===== config.mk =====
export PLATFORM = sky130hd
export DESIGN_NAME = movop_fuser
export DESIGN_NICKNAME = d
export VERILOG_FILES = /design/src/rtl/movop_fuser.sv
export SDC_FILE = /design/constraint.sdc
export NUM_CORES = 1
export LEC_CHECK = 0
export BUFFER_PORTS_ARGS = -buffer_cell sky130_fd_sc_hd__clkbuf_2
export CAP_MARGIN = 20
export CORE_MARGIN = 2
export CORE_UTILIZATION = 36
export CTS_BUF_LIST = sky130_fd_sc_hd__clkbuf_2 sky130_fd_sc_hd__clkbuf_4 sky130_fd_sc_hd__clkbuf_8
export CTS_CLUSTER_SIZE = 28
export DETAILED_ROUTE_END_ITERATION = 8
export HOLD_SLACK_MARGIN = 0.02
export PLACE_DENSITY = 0.63
export SKIP_CTS_REPAIR_TIMING = 1
export SYNTH_ARGS = -nofsm -noshare
export SYNTH_HDL_FRONTEND = slang
export SYNTH_SLANG_ARGS = --single-unit

===== constraint.sdc =====
create_clock -name clk -period 2.8 [get_ports clk]
set_input_delay 0 -clock clk [delete_from_list [all_inputs] [get_ports clk]]
set_output_delay 0 -clock clk [all_outputs]
set_load 0.05 [all_outputs]

===== src/rtl/movop_fuser.sv =====
`timescale 1ns/1ps
module movop_fuser #(
  parameter int REG_W = 3
) (
  input  logic             clk,
  input  logic             rst_n,
  input  logic             in_valid,
  output logic             in_ready,
  input  logic [1:0]       in_cls,
  input  logic [1:0]       in_size,
  input  logic [2:0]       in_src_kind,
  input  logic [REG_W-1:0] in_src_reg,
  input  logic [REG_W-1:0] in_dst,
  input  logic             in_hint,
  input  logic             in_pred,
  output logic             out_valid,
  input  logic             out_ready,
  output logic [1:0]       out_cls,
  output logic [1:0]       out_size,
  output logic [REG_W-1:0] out_s1,
  output logic [2:0]       out_s2_kind,
  output logic [REG_W-1:0] out_s2_reg,
  output logic [REG_W-1:0] out_dst,
  output logic             out_pred,
  output logic             out_fused
);
  localparam logic [1:0] CLS_MOVE = 2'd0;
  localparam logic [1:0] CLS_ADD  = 2'd1;
  localparam logic [1:0] SZ_LONG  = 2'd2;
  localparam logic [2:0] K_DREG   = 3'd0;

  logic             h_vld;
  logic [1:0]       h_cls, h_size;
  logic [2:0]       h_kind;
  logic [REG_W-1:0] h_sreg, h_dst;
  logic             h_hint, h_pred;

  logic head_ok, tail_ok, fuse, load;

  assign head_ok = h_vld && h_cls == CLS_MOVE && h_size == SZ_LONG &&
                   h_kind == K_DREG && h_hint && !h_pred;
  assign tail_ok = in_valid && in_cls == CLS_ADD && in_size == SZ_LONG &&
                   !in_pred && in_dst == h_dst &&
                   !(in_src_kind == K_DREG && in_src_reg == h_dst);
  assign fuse    = head_ok && tail_ok;

  assign out_valid = h_vld;
  assign in_ready  = !h_vld || out_ready;
  assign load      = in_valid && in_ready && !fuse;

  assign out_cls     = fuse ? CLS_ADD     : h_cls;
  assign out_size    = fuse ? SZ_LONG     : h_size;
  assign out_s1      = fuse ? h_sreg      : h_dst;
  assign out_s2_kind = fuse ? in_src_kind : h_kind;
  assign out_s2_reg  = fuse ? in_src_reg  : h_sreg;
  assign out_dst     = h_dst;
  assign out_pred    = fuse ? 1'b0        : h_pred;
  assign out_fused   = fuse;

  always_ff @(posedge clk or negedge rst_n) begin
    if (!rst_n) begin
      h_vld <= 1'b0;
    end else if (load) begin
      h_vld <= 1'b1;
    end else if (out_valid && out_ready) begin
      h_vld <= 1'b0;
    end
  end

  always_ff @(posedge clk) begin
    if (load) begin
      h_cls  <= in_cls;
      h_size <= in_size;
      h_kind <= in_src_kind;
      h_sreg <= in_src_reg;
      h_dst  <= in_dst;
      h_hint <= in_hint;
      h_pred <= in_pred;
    end
  end
endmodule


# ---- Word level (Yosys, flattened, before mapping)
# Cells that the tools add are included.
dict set report word_totals {
  output_inout_bits 20
  ram_bits 0
  memories 0
  register_bits 16
  romBits 0
  elab_cells 46
  latch_bits 0
}
dict set report classes {
  reduce_logical 25
  addsub 0
  mux 8
  eq_ne 5
  div_mod_pow 0
  n_shift 0
  order_cmp 0
  n_mul 0
  n_bitwise 0
}
# op n
set op_table {}
lappend op_table {{$logic_and A1 B1 Y1} 15}
lappend op_table {{$mux W3} 3}
lappend op_table {{$eq A3 B3 Y1} 2}
lappend op_table {{$logic_not A3 Y1} 2}
lappend op_table {{$logic_not A1 Y1} 5}
lappend op_table {{$eq A2 B2 Y1 const B} 2}
lappend op_table {{$mux W2} 2}
lappend op_table {{$mux W1} 3}
lappend op_table {{$eq A2 B1 Y1 const B} 1}
lappend op_table {{$logic_not A2 Y1} 1}
lappend op_table {{$reduce_bool A2 Y1} 1}
lappend op_table {{$logic_or A1 B1 Y1} 1}

# ---- Longest topological paths before layout
dict set report depth {
  ltp_word 10
  depth_mapped 4
  mapped_depth_nobuf 4
}

# ---- Worst setup path after synthesis
# OpenSTA, ideal clock, no wires.
dict set report synth_path {
  kind {register to register}
  start {register h_dst[0] (netlist: out_dst[0])}
  end {register h_cls[0] (enable)}
  n_path_buf 0
  path_slack_ps -223
  arrival_time_ps 2613
  path_stages_with_launch 5
  path_cell_list {edfxtp_1 -> xor2_1 -> nor4_4 -> nor3_4 -> nor3b_1}
}
dict set report synth_between {
  elab_chain_len 7
  elab_cells_between_ends 9
}
# item line
set synth_rtl {}
lappend synth_rtl {{start: declaration} 35} ;# logic [REG_W-1:0] h_sreg, h_dst;
lappend synth_rtl {{start signal: assignment} 76} ;# h_dst <= in_dst;
lappend synth_rtl {{$eq A3 B3 Y1} 44} ;# !(in_src_kind == K_DREG && in_src_reg == h_dst);
lappend synth_rtl {{$logic_and A1 B1 Y1} 44}
lappend synth_rtl {{$logic_not A1 Y1} 44}
lappend synth_rtl {{$logic_and A1 B1 Y1 *} 43} ;# !in_pred && in_dst == h_dst &&
lappend synth_rtl {{$logic_and A1 B1 Y1 *} 45} ;# assign fuse = head_ok && tail_ok;
lappend synth_rtl {{named net out_fused} 25} ;# output logic out_fused
lappend synth_rtl {{$logic_not A1 Y1 *} 49} ;# assign load = in_valid && in_ready && !fuse;
lappend synth_rtl {{$logic_and A1 B1 Y1 *} 49}
lappend synth_rtl {{named net load} 38} ;# logic head_ok, tail_ok, fuse, load;
lappend synth_rtl {{end signal: assignment} 72} ;# h_cls <= in_cls;
lappend synth_rtl {{end: declaration} 33} ;# logic [1:0] h_cls, h_size;
# Mark *: on every way through the listed nets, which the timed path passes. The rest lies on a longest branch.
# A chain may end at the register's enable or synchronous reset.

# ---- Worst setup path after layout
dict set report layout_path {
  start {register h_kind[0]}
  end {output out_s1[0]}
}
dict set report layout_between {
  elab_chain_len 6
}
# item line
set layout_rtl {}
lappend layout_rtl {{start: declaration} 34} ;# logic [2:0] h_kind;
lappend layout_rtl {{start signal: assignment} 74} ;# h_kind <= in_src_kind;
lappend layout_rtl {{$logic_not A3 Y1} 41} ;# h_kind == K_DREG && h_hint && !h_pred;
lappend layout_rtl {{$logic_and A1 B1 Y1} 40} ;# assign head_ok = h_vld && h_cls == CLS_MOVE && h_size == SZ_LONG &&
lappend layout_rtl {{$logic_and A1 B1 Y1 (2 in a row)} 41}
lappend layout_rtl {{$logic_and A1 B1 Y1} 45}
lappend layout_rtl {{$mux W3} 53} ;# assign out_s1 = fuse ? h_sreg : h_dst;
lappend layout_rtl {{end: declaration} 20} ;# output logic [REG_W-1:0] out_s1,
# No other way between the ends.

==> results.yml <==
worst_setup_path:
  crit_path_cell_trace: "nor4b_1, nand4_1, nor3_4, mux2_2, clkbuf_2"
  rrSetupSlack_ps: 590
  crit_fanout: 10
  worstPathArrival_ps: 2400
  crit_slowest_cell: "nor3_4"
  critPathLaunchType: "flip-flop"
  critical_path_required_ps: 2800
  cp.buffers_inverters: 1
  cp-end-kind: "output pin"
  slowest_delay_ps: 470
  crit_family: "simple AND/OR/NAND/NOR gates"
  worstSetupPathType: "flip-flop to output pin"
cells_and_area:
  seqCellArea_um2: 475
  antenna_cells: 0
  fin_nets: 127
  area_growth_pct: 57.3
  finish.utilization: 0.603
  final_area_mm2: 0.00119
  drive_above_1_share: 0.505
  multi_input_area_um2: 270
  fillers: 169
routing:
  antenna_left: 0
  drt-total-wl_um: 1730
  drt_iter0_markers: 4
  routed_via_density: 4.71
  vias: 631
  drc: 0
  dr.pass1.iters: 4
  wl_per_cell_um: 12.9
power:
  p_int_uw: 393
  switching_share: 0.296
  pwr-share-comb: 0.245
  leakage_nw: 0.507
  vdd_drop_max_uv: 243
  pwr_density_cell_mw_per_mm2: 467
  clkPwrFrac: 0.244
  switchingPower_uw: 165
  power_frac_seq: 0.511
die:
  die-area_mm2: 0.00249
  initial_core_util: 0.383
  chipWidth_um: 49.9
  num_rows: 16
  fp.dieH_um: 49.9
  top_level_ports: 39
  core-area_mm2: 0.00198
job:
  max-cap-violations: 0
sta:
  slew_viol_final: 0
  grt_setup_unrepaired: "no"
  setup_tns_ps: 0
  period_share: 0.856
  fin_skew_ps: 0.979
  slew_headroom: 0.556
  finalSetupViolations: 0
  period_minus_slack_ps: 2400
  worst_slew_pin_slew_ps: 663
  clock.fmax_mhz: 417
  hold_viol_final: 0
clocking:
  cts.sinks: 16
  cts_buffers: 3
  insertion_delay_ps: 280
  htreeDepth: 1
  cts_tree: "yes"
  cts.clk_slew.worst_paths_ps: 90
  cts_root_buf: "clkbuf_4"
  clock_path_buffers: 2
global_route:
  grt_pass1_vias: 578
  grt_start_max_net_pins: 16
  grt_pass1_wl_um: 2520
  grt_usage: 0.134
  grt_overflow: 0
  antenna_found_initial: 0
yosys:
  ys_types: 21
  yosys-top-cells-area: "edfxtp_1 (59%), mux2_2 (8.9%), xnor2_1 (3.5%)"
  ys_seq_area_frac: 0.626
  synthCells: 50
  synth_area_um2: 759
  synth_top_area_share: 0.593
  syn_nets: 69
  ys_warn_count: 0
  synth_top_area_cell: "edfxtp_1"
  ys_ff_latch: 16
  syn_avg_cell_area_um2: 15.2
worst_hold_path:
  hold_class: "primary input to flip-flop"
run_status:
  outcome: "finished, final reports clean"
place:
  place.gp.congestion: 0.664
  place_area_um2: 973
  place.port_buffers: 38
## area by class of cell
cell class                 instances  share of cell area
clock buffer                       4              0.0251
inverter                           1             0.00314
multi-input combinational         29               0.226
sequential                        16               0.398
tap                               27              0.0283
timing repair buffer              57               0.319
## layout by cell type (no fill, tap or decap), drive strengths merged
cell         synthesis  final
edfxtp              15     15
inv                  1      1
nand3                1      1
a21o                 3      3
xnor2                3      3
dlygate4sd3          0     18
o21ai                1      1
nor4bb               2      2
nor3b                1      1
nor4                 1      1
or3                  1      1
mux2                 6      6
clkbuf               4     42
nand2b               1      1
buf                  0      1
nor3                 1      1
dfrtp                1      1
nor2                 1      1
nor4b                2      2
nand4                1      1
or2                  1      1
xor2                 3      3
## per-stage QoR
| stage | hold slack (ps) | cells | power, mW | setup WS [ps] |
|---|---|---|---|---|
| floorplan | -296 | 50 | 0.372 | 313 |
| detailed placement | -223 | 111 | 0.407 | 350 |
| global route | 43.7 | 134 | 0.585 | 218 |
| global placement | -224 | 111 | 0.405 | 422 |
| CTS | -534 | 115 | 0.542 | 340 |
| finish | 22.9 | 134 | 0.558 | 402 |
## Yosys cell counts
cell       n
edfxtp_1  15
mux2_2     6
clkbuf_1   4
xnor2_1    3
xor2_1     3
a21o_1     2
nor4b_1    2
nor4bb_1   2
a21o_2     1
dfrtp_1    1
inv_1      1
nand2b_1   1
nand3_1    1
nand4_1    1
nor2_1     1
nor3_4     1
nor3b_1    1
nor4_4     1
o21ai_0    1
or2_2      1
or3_1      1
## cell families after synthesis
logic type	Yosys count	share of synthesized area
flops	16	0.626
simple gates	13	0.153
xor+xnor	6	0.0692
mux	6	0.0890
buf+inv	5	0.0247
compound gates	4	0.0379
## worst min-delay path, delay by kind of cell
| family | cells | cell delay, ps |
|---|---|---|
| AND/OR/NAND/NOR | 1 | 110 |
| AO/OA/AOI/OAI | 1 | 80 |
| buffers and inverters | 1 | 70 |
## routing by layer
metal | vias up | wire [um] | part of all wire | global-route usage
met4 | 0 | 24 | 0.014 | 0.0694
met2 | 29 | 875 | 0.51 | 0.218
met1 | 294 | 733 | 0.42 | 0.162
met5 | - | 0 | 0 | 0
met3 | 4 | 92 | 0.053 | 0.0364
li1 | 304 | - | - | -
## sequential cells by signal, indices dropped and copies added (netlist names)
name	flops
h_hint	1
h_kind	3
h_pred	1
out_dst	3
out_valid	1
h_size	2
h_cls	2
h_sreg	3
## path summary, 6_finish.rpt
| path | end | start | depth (start not counted) |
|---|---|---|---|
| setup / recovery | out_s1[0] | h_kind[0]$_DFFE_PP_ | 5 |
| hold / removal | out_valid$_DFFE_PN0P_ | out_ready | 3 |
| setup reg to reg | h_sreg[0]$_DFFE_PP_ | out_dst[0]$_DFFE_PP_ | 5 |
| hold reg to reg | out_valid$_DFFE_PN0P_ | out_valid$_DFFE_PN0P_ | 2 |
| max in group asynchronous | out_valid$_DFFE_PN0P_ | rst_n | 3 |
| min in group asynchronous | out_valid$_DFFE_PN0P_ | rst_n | 3 |
## power by group through the flow
stage | Sequential [mW] | Clock [mW] | Combinational [mW]
CTS | 0.286 | 0.140 | 0.115
global placement | 0.291 | 0 | 0.114
floorplan | 0.301 | 0 | 0.0710
global route | 0.287 | 0.152 | 0.145
detailed placement | 0.292 | 0 | 0.115
finish | 0.286 | 0.136 | 0.137
No activity file was read; power rests on OpenSTA's default activity.
